<file path="config.mk">
export PLATFORM = sky130hd
export DESIGN_NAME = ind_win_bridge
export DESIGN_NICKNAME = d
export VERILOG_FILES = /design/src/rtl/ind_win_pkg.sv /design/src/rtl/ind_win_decode.sv /design/src/rtl/ind_win_ptr.sv /design/src/rtl/ind_win_seq.sv /design/src/rtl/ind_win_bridge.sv
export SDC_FILE = /design/constraint.sdc
export NUM_CORES = 1
export LEC_CHECK = 0
export ABC_AREA = 1
export CAP_MARGIN = 20
export CORE_MARGIN = 1
export CORE_UTILIZATION = 49
export DETAILED_ROUTE_END_ITERATION = 8
export GPL_ROUTABILITY_DRIVEN = 1
export PLACE_DENSITY = 0.92
export SLEW_MARGIN = 25
export SYNTH_ARGS = -nofsm -noshare
export SYNTH_HDL_FRONTEND = slang
export SYNTH_SLANG_ARGS = --single-unit
</file>
<file path="constraint.sdc">
create_clock -name clk -period 3.5 [get_ports clk]
set_input_delay 0.525 -clock clk [delete_from_list [all_inputs] [get_ports clk]]
set_output_delay 0.525 -clock clk [all_outputs]
set_load 0.02 [all_outputs]
</file>
<file path="src/rtl/ind_win_pkg.sv">
package ind_win_pkg;
  typedef enum logic [1:0] {ST_IDLE, ST_BUSY, ST_DONE} seq_state_t;
  typedef enum logic [1:0] {TGT_PTR, TGT_DATA, TGT_DIRECT} target_t;
endpackage

</file>
<file path="src/rtl/ind_win_decode.sv">
module ind_win_decode
  import ind_win_pkg::*;
#(
  parameter int HOST_AW = 8,
  parameter logic [HOST_AW-1:0] PTR_OFS  = 8'h60,
  parameter logic [HOST_AW-1:0] DATA_OFS = 8'h64
) (
  input  logic [HOST_AW-3:0] word_idx,
  output target_t            tgt
);
  localparam logic [HOST_AW-3:0] PTR_WORD  = PTR_OFS[HOST_AW-1:2];
  localparam logic [HOST_AW-3:0] DATA_WORD = DATA_OFS[HOST_AW-1:2];

  always_comb begin
    if (word_idx == PTR_WORD)       tgt = TGT_PTR;
    else if (word_idx == DATA_WORD) tgt = TGT_DATA;
    else                            tgt = TGT_DIRECT;
  end
endmodule

</file>
<file path="src/rtl/ind_win_ptr.sv">
module ind_win_ptr #(
  parameter int IA_W = 19
) (
  input  logic            clk,
  input  logic            rst,
  input  logic            wr_en,
  input  logic [IA_W-3:0] wr_word,
  output logic [IA_W-1:0] ptr
);
  logic [IA_W-3:0] word_q;

  always_ff @(posedge clk) begin
    if (rst)        word_q <= '0;
    else if (wr_en) word_q <= wr_word;
  end

  assign ptr = {word_q, 2'b00};


  ptr_hold_chk: assert property (@(posedge clk) disable iff (rst)
    !wr_en |=> $stable(ptr));
endmodule

</file>
<file path="src/rtl/ind_win_seq.sv">
module ind_win_seq
  import ind_win_pkg::*;
#(
  parameter int HOST_AW = 8,
  parameter int IA_W    = 19,
  parameter int DATA_W  = 32,
  parameter logic [IA_W-1:0] REG_BASE = 19'h50000
) (
  input  logic               clk,
  input  logic               rst,
  input  logic               host_req,
  input  logic               host_we,
  input  logic [HOST_AW-1:0] host_addr,
  input  logic [DATA_W-1:0]  host_wdata,
  input  target_t            tgt,
  input  logic [IA_W-1:0]    ptr,
  output logic               ptr_wr,
  output logic [DATA_W-1:0]  host_rdata,
  output logic               host_ack,
  output logic               host_wait,
  output logic               int_req,
  output logic               int_we,
  output logic [IA_W-1:0]    int_addr,
  output logic [DATA_W-1:0]  int_wdata,
  input  logic [DATA_W-1:0]  int_rdata,
  input  logic               int_ack
);
  localparam logic [IA_W-1:0] ALIGN_MASK = ~IA_W'(3);

  seq_state_t state;
  logic       start;

  assign start  = (state == ST_IDLE) && host_req;
  assign ptr_wr = start && host_we && (tgt == TGT_PTR);

  always_ff @(posedge clk) begin
    if (rst) begin
      state      <= ST_IDLE;
      host_rdata <= '0;
      host_ack   <= 1'b0;
      host_wait  <= 1'b0;
      int_req    <= 1'b0;
      int_we     <= 1'b0;
      int_addr   <= '0;
      int_wdata  <= '0;
    end else begin
      host_ack <= 1'b0;
      case (state)
        ST_IDLE: if (host_req) begin
          if (tgt == TGT_PTR) begin
            host_rdata <= {{(DATA_W-IA_W){1'b0}}, ptr};
            host_ack   <= 1'b1;
            state      <= ST_DONE;
          end else begin
            int_req   <= 1'b1;
            int_we    <= host_we;
            int_wdata <= host_wdata;
            host_wait <= 1'b1;
            state     <= ST_BUSY;
            if (tgt == TGT_DATA) int_addr <= (ptr + REG_BASE) & ALIGN_MASK;
            else int_addr <= {{(IA_W-HOST_AW){1'b0}}, host_addr} & ALIGN_MASK;
          end
        end
        ST_BUSY: if (int_ack) begin
          int_req   <= 1'b0;
          host_wait <= 1'b0;
          host_ack  <= 1'b1;
          if (!int_we) host_rdata <= int_rdata;
          state     <= ST_DONE;
        end
        default: state <= ST_IDLE;
      endcase
    end
  end


  int_hold_chk: assert property (@(posedge clk) disable iff (rst)
    int_req && !int_ack |=> int_req && $stable(int_addr) && $stable(int_we) && $stable(int_wdata));

  wait_ack_excl_chk: assert property (@(posedge clk) disable iff (rst)
    !(host_wait && host_ack));

  ack_follows_chk: assert property (@(posedge clk) disable iff (rst)
    int_req && int_ack |=> host_ack && !int_req);

  int_align_chk: assert property (@(posedge clk) disable iff (rst)
    int_req |-> int_addr[1:0] == 2'b00);

  ptr_local_chk: assert property (@(posedge clk) disable iff (rst)
    start && tgt == TGT_PTR |=> host_ack && !int_req);

  ack_pulse_chk: assert property (@(posedge clk) disable iff (rst)
    host_ack |=> !host_ack);
endmodule

</file>
<file path="src/rtl/ind_win_bridge.sv">
module ind_win_bridge
  import ind_win_pkg::*;
#(
  parameter int HOST_AW = 8,
  parameter int IA_W    = 19,
  parameter int DATA_W  = 32,
  parameter logic [HOST_AW-1:0] PTR_OFS  = 8'h60,
  parameter logic [HOST_AW-1:0] DATA_OFS = 8'h64,
  parameter logic [IA_W-1:0]    REG_BASE = 19'h50000
) (
  input  logic               clk,
  input  logic               rst,
  input  logic               host_req,
  input  logic               host_we,
  input  logic [HOST_AW-1:0] host_addr,
  input  logic [DATA_W-1:0]  host_wdata,
  output logic [DATA_W-1:0]  host_rdata,
  output logic               host_ack,
  output logic               host_wait,
  output logic               int_req,
  output logic               int_we,
  output logic [IA_W-1:0]    int_addr,
  output logic [DATA_W-1:0]  int_wdata,
  input  logic [DATA_W-1:0]  int_rdata,
  input  logic               int_ack
);
  target_t         tgt;
  logic            ptr_wr;
  logic [IA_W-1:0] ptr;

  ind_win_decode #(.HOST_AW(HOST_AW), .PTR_OFS(PTR_OFS), .DATA_OFS(DATA_OFS)) u_decode (
    .word_idx (host_addr[HOST_AW-1:2]),
    .tgt      (tgt)
  );

  ind_win_ptr #(.IA_W(IA_W)) u_ptr (
    .clk     (clk),
    .rst     (rst),
    .wr_en   (ptr_wr),
    .wr_word (host_wdata[IA_W-1:2]),
    .ptr     (ptr)
  );

  ind_win_seq #(.HOST_AW(HOST_AW), .IA_W(IA_W), .DATA_W(DATA_W), .REG_BASE(REG_BASE)) u_seq (
    .clk        (clk),
    .rst        (rst),
    .host_req   (host_req),
    .host_we    (host_we),
    .host_addr  (host_addr),
    .host_wdata (host_wdata),
    .tgt        (tgt),
    .ptr        (ptr),
    .ptr_wr     (ptr_wr),
    .host_rdata (host_rdata),
    .host_ack   (host_ack),
    .host_wait  (host_wait),
    .int_req    (int_req),
    .int_we     (int_we),
    .int_addr   (int_addr),
    .int_wdata  (int_wdata),
    .int_rdata  (int_rdata),
    .int_ack    (int_ack)
  );
endmodule

</file>
==> flow_summary_export.csv, run 1 <==
group,metric,value,unit
run_status,run_status,"completed",
sta,clock.fmax,442,MHz
floorplan,die_area,0.00978,sq mm
drt,drc_errors,0,
floorplan,die_w,98.9,um
placement,hpwl,8660,um
drt,ant_nets,0,
pwr,power.leakage,0.00256,uW
worst_setup_path,required,3.73,ns
grt,grt_pass1_wl,20400,um
clock_tree,cts_resized,0,
sta,maxSlewViolCount,0,
worst_setup_path,arrival,2.49,ns
clock_tree,clockBufferDepth,2,
yosys,synth.distinct_cells,22,
final_layout,diodes,0,
grt,grt_usage,25.7,%
yosys,synthFlopType,"dfxtp_1",
floorplan,rows,34,
floorplan,core-area,0.00889,sq mm
drt,dr.pass1.iters,4,
final_layout,post-route-cell-area,0.00635,sq mm
final_layout,finalNonFillerCells,924,
yosys,yosys.area_share.simple,35.4,%
yosys,postSynthAreaPerCell,6.74,sq um
final_layout,layout_commonest_cell,"nand2_1",
worst_hold_path,hp-class,"reg2reg",
worst_setup_path,crit_family,"simple AND/OR/NAND/NOR gates",
clock_tree,insertion_delay,0.36,ns
yosys,yosysSeqAreaShare,44.8,%
yosys,synth-compound-area-share,9.49,%
clock_tree,cts_tree,"built",
yosys,postSynth.asyncResetShare,0,%
yosys,synthXorXnorAreaFrac,0.190,%
drt,via_count,4760,
drt,drt_iter0_drc,214,
worst_setup_path,crit_buf_inv,2,
worst_setup_path,path_class,"in2reg",
worst_setup_path,end_kind,"flip-flop",
placement,dp.cells,909,
final_layout,fin_nets,890,
worst_setup_path,crit_path_start_kind,"input port",
grt,grt_max_degree,65,
yosys,yosysWarningCount,0,
grt,antenna_found_initial,0,
worst_setup_path,cpMaxStageDelayCell,"nor2_2",
sta,period_minus_slack,2.26,ns
final_layout,drive_gt1_share,4.66,%
floorplan,io_pins,164,
floorplan,die_h,98.9,um
clock_tree,clock_sinks,103,
drt,via_per_inst,5.15,
yosys,synthMuxAreaShare,0,%
clock_tree,post-cts-setup-buffers,0,
grt,first_global_vias,4385,
clock_tree,numCtsBuffers,9,
sta,fin_skew,0.0113,ns
sta,rsz0062_at_grt,"false",
clock_tree,cts_root_buf,"clkbuf_8",
sta,setup_tns,0,ns
pwr,power.density,421,mW/mm^2
grt,gr-total-overflow,0,
pwr,peakVddDrop,0.229,mV
yosys,synthCells,683,
final_layout,area.growth.synth_to_final,38.1,%
sta,setup_viol_count_final,0,
placement,portBuffers,159,
yosys,synth_top_family_by_area,"simple AND/OR/NAND/NOR gates",
sta,worst_pin_slew,0.745,ns
worst_setup_path,cp_max_fo,19,
clock_tree,cts_hold_buf,0,
yosys,synthAdderAreaFrac,0.272,%
placement,dpl_cell_area,0.00618,sq mm
worst_setup_path,slowest_delay,0.57,ns
sta,post-route-period-util,64.6,%
yosys,netlist_area,0.00460,sq mm
clock_tree,clk_pin_slew_worst_paths,0.10,ns
drt,routed_wl,12400,um
sta,report.final.hold_viol_count,0,
final_layout,final_cell_mix,"201 x nand2_1, 158 x clkdlybuf4s50_1, 103 x dfxtp_1, 86 x nor2_1, 84 x a21oi_1",
placement,place.gp.congestion,0.867,
sta,whs,0.466,ns
floorplan,start_util,51.8,%
sta,max_slew_margin,50.3,%
worst_setup_path,crit_chain,"clkdlybuf4s50_1 > inv_1 > nor2_2 > nand2_1 > nor2_2 > nand2_2 > nand2_1 > a21oi_1",
drt,post_drt_wl_per_cell,13.4,um
yosys,synth_seq_cells,103,
yosys,synth-edff-count,0,
run,max_cap_viol_count,0,
clock_tree,h-tree-depth,3,
## worst paths after layout
check / to / start / cells past startpoint / slack, ns
min: u_seq.int_wdata[13] / u_seq.int_wdata[13] / 2 / 0.47
min reg2reg: u_seq.int_wdata[13] / u_seq.int_wdata[13] / 2 / 0.47
max: u_ptr.word_q[5] / host_addr[5] / 8 / 1.24
max reg2reg: u_seq.host_rdata[16] / u_seq.state[1] / 8 / 1.38
## per-stage QoR
step | util, % | power, uW | worst slack, ns
2_1_floorplan | - | 1710 | 1.91
3_3_place_gp | 69.5 | 2000 | 0.937
3_5_place_dp | 69.5 | 2010 | 0.870
4_1_cts | 71.5 | 2690 | 1.26
5_1_grt | 71.5 | 2820 | 1.08
6_report | 71.5 | 2670 | 1.24
## sequential cells by signal (all words and copies together), names as in the netlist
register          flops
u_ptr.word_q         17
u_seq.host_rdata     32
u_seq.host_wait       1
u_seq.int_wdata      32
u_seq.state           2
u_seq.host_ack        1
u_seq.int_we          1
u_seq.int_addr       17
## logic make-up after synthesis
kind of cell	after synthesis
adders and majority gates	1
and+or+nand+nor	384
other	1
AOI/OAI and AO/OA	85
buffers and inverters	108
DFF	103
xor gates and xnor gates	1
## power by group
| group | internal, uW | switching [uW] | leakage (uW) |
|---|---|---|---|
| registers | 1250 | 43.1 | 0.000843 |
| logic | 310 | 385 | 0.00163 |
| clock network | 279 | 404 | 0.0000898 |
| total | 1840 | 831 | 0.00256 |
## worst min-delay path, stage by stage, from the launching register on
cell and delay (ns):
dfxtp_1 0.32, nand2_1 0.06, a21oi_1 0.05
## final cells by class
cell class	count	area, sq um
inverters	56	210
flip-flops and latches	103	2060
repair buffers	169	1670
fillers	723	2540
clock inverters	4	31.3
well taps	108	135
clock buffers	11	141
multi-input cells	473	2100
## Yosys cell counts (2+ instances only)
| master | instances | area share [%] |
|---|---|---|
| a21oi_1 | 84 | 9.1 |
| buf_1 | 2 | 0.16 |
| buf_2 | 25 | 2.7 |
| buf_4 | 3 | 0.49 |
| clkbuf_1 | 22 | 1.8 |
| dfxtp_1 | 103 | 45 |
| inv_1 | 55 | 4.5 |
| nand2_1 | 202 | 16 |
| nand2_2 | 3 | 0.41 |
| nand3_1 | 52 | 5.7 |
| nand3_2 | 2 | 0.44 |
| nand4_1 | 32 | 4.4 |
| nor2_1 | 87 | 7.1 |
| nor2_2 | 2 | 0.27 |
| nor2_4 | 2 | 0.49 |
## layer usage
metal  vias to the layer above  track usage, %  wire length [um]
met1                      2153            33.2              5490
met5                         -               0                 0
met3                        16            5.96               975
li1                       2417               -                 -
met4                         0            8.04               157
met2                       174            42.4              5730
Power figures use the tool's default switching activity.
==> inputs of run 2 (changes only) <==
CORE_UTILIZATION = 41   (was 49)
PLACE_DENSITY = 0.83   (was 0.92)
clock period = 1.9 ns   (was 3.5 ns; I/O delays follow)
==> flow_summary_export.csv, run 2 (synthesis gave the netlist of run 1 again) <==
group,metric,value,unit
placement,portBuffers,159,
worst_setup_path,crit_chain,"clkdlybuf4s50_1",
worst_setup_path,required,1.62,ns
drt,drc_errors,0,
clock_tree,h-tree-depth,3,
worst_setup_path,startpoint,"u_seq.host_wait",
pwr,seqPwrFrac,46.3,%
worst_setup_path,path_class,"reg2out",
floorplan,die_area,0.0117,sq mm
worst_setup_path,cpMaxStageDelayCell,"clkdlybuf4s50_1",
floorplan,io_pins,164,
clock_tree,post-cts-setup-buffers,0,
worst_hold_path,worst_hold_path.endpoint,"u_seq.state[1]",
grt,antenna_found_initial,0,
sta,setup_viol_count_final,0,
sta,maxSlewViolCount,0,
sta,post-route-period-util,88.2,%
pwr,peakVddDrop,0.387,mV
pwr,swShare,31.1,%
clock_tree,cts_hold_buf,0,
grt,grt_pass1_wl,20200,um
floorplan,start_util,42.3,%
pwr,p_int,3540,uW
final_layout,layout_commonest_cell,"nand2_1",
worst_setup_path,slowest_delay,0.64,ns
worst_setup_path,end_kind,"output pin",
clock_tree,cts_tree,"built",
floorplan,rows,38,
final_layout,largestRegisters,"u_seq.host_rdata (32), u_seq.int_wdata (32)",
sta,report.final.hold_viol_count,0,
sta,setup_tns,0,ns
clock_tree,clock_sinks,103,
drt,drt_iter0_drc,302,
worst_setup_path,crit_family,"buffers and inverters",
drt,ant_nets,0,
pwr,switchingPower,1600,uW
sta,rsz0062_at_grt,"false",
pwr,clkPwrFrac,27.9,%
drt,via_count,4718,
placement,place.gp.congestion,0.877,
worst_setup_path,r2r-start,"u_seq.state[0]",
floorplan,die_w,108,um
sta,fin_skew,0.0106,ns
sta,whs,0.305,ns
worst_hold_path,hp-class,"in2reg",
worst_hold_path,min_from,"rst",
worst_setup_path,rr_endpoint,"u_seq.host_rdata[9]",
final_layout,diodes,0,
clock_tree,cts_root_buf,"clkbuf_8",
grt,grt_max_degree,65,
run_status,run_status,"completed",
sta,period_minus_slack,1.68,ns
drt,dr.pass1.iters,4,
drt,via_per_inst,4.86,
final_layout,area.growth.synth_to_final,43.0,%
worst_setup_path,crit_path_start_kind,"flip-flop",
clock_tree,numCtsBuffers,9,
pwr,combPwrFrac,25.8,%
sta,clock.fmax,597,MHz
final_layout,fin_nets,904,
grt,gr-total-overflow,0,
placement,hpwl,8890,um
worst_setup_path,reg2reg_depth,9,
final_layout,drive_gt1_share,6.50,%
pwr,power.leakage,0.00266,uW
worst_setup_path,cp_max_fo,3,
final_layout,final_cell_mix,"201 x nand2_1, 158 x clkdlybuf4s50_1, 103 x dfxtp_1, 86 x nor2_1, 84 x a21oi_1",
pwr,power.density,782,mW/mm^2
drt,post_drt_wl_per_cell,13.0,um
worst_setup_path,arrival,1.39,ns
worst_setup_path,crit_buf_inv,1,
grt,first_global_vias,4103,
clock_tree,clk_pin_slew_worst_paths,0.10,ns
floorplan,core-area,0.0109,sq mm
clock_tree,insertion_delay,0.36,ns
run,max_cap_viol_count,0,
drt,routed_wl,12600,um
floorplan,die_h,108,um
worst_setup_path,r2r_slack,0.37,ns
clock_tree,cts_resized,0,
clock_tree,clockBufferDepth,2,
worst_setup_path,path_depth,1,
worst_hold_path,holdPathStages,2,
grt,grt_usage,21.8,%
run 2: cell type report:
| class | count | area, sq um |
|---|---|---|
| Timing Repair Buffer | 183 | 1830 |
| Clock buffer | 9 | 124 |
| Tap cell | 140 | 175 |
| Inverter | 56 | 210 |
| Fill cell | 1028 | 4310 |
| Clock inverter | 7 | 77.6 |
| Sequential cell | 103 | 2060 |
| Multi-Input combinational cell | 473 | 2100 |
run 2: per-stage QoR:
step	total power, uW	util, %	instance area [sq um]	setup slack [ns]	instances
3_5_place_dp	3760	58.6	6380	0.0873	955
3_3_place_gp	3740	58.6	6380	0.112	955
5_1_grt	5400	60.4	6580	0.181	971
4_1_cts	5190	60.4	6580	0.208	971
6_report	5140	60.4	6580	0.224	971
2_1_floorplan	3160	-	4610	0.546	684
run 2: routing by layer:
metal,track usage [%],up-vias,wire length [um]
li1,-,2451,-
met1,29.7,2098,6040
met2,33.3,152,5410
met3,5.73,17,959
met4,6.85,0,193
met5,0,-,0
run 2: power groups by stage:
stage,logic (uW),clock network [uW],registers [uW]
2_1_floorplan,555,0,2600
3_5_place_dp,1330,0,2430
4_1_cts,1330,1480,2380
3_3_place_gp,1320,0,2430
6_report,1330,1430,2380
5_1_grt,1450,1550,2400
run 2: worst max-delay path by stage:
| stage | to | slack, ns |
|---|---|---|
| CTS | int_req | 0.21 |
| global placement | u_seq.host_rdata[0] | 0.11 |
| finish | int_req | 0.22 |
| global route | u_seq.host_rdata[9] | 0.18 |
| detailed placement | u_seq.host_rdata[22] | 0.09 |
| floorplan | u_ptr.word_q[1] | 0.55 |
run 2: worst reg2reg max path: cells and delay by family (launching register included):
kind | cells | cell delay, ns
buffers and inverters | 3 | 0.40
flip-flops | 1 | 0.44
AND/OR/NAND/NOR | 6 | 0.64
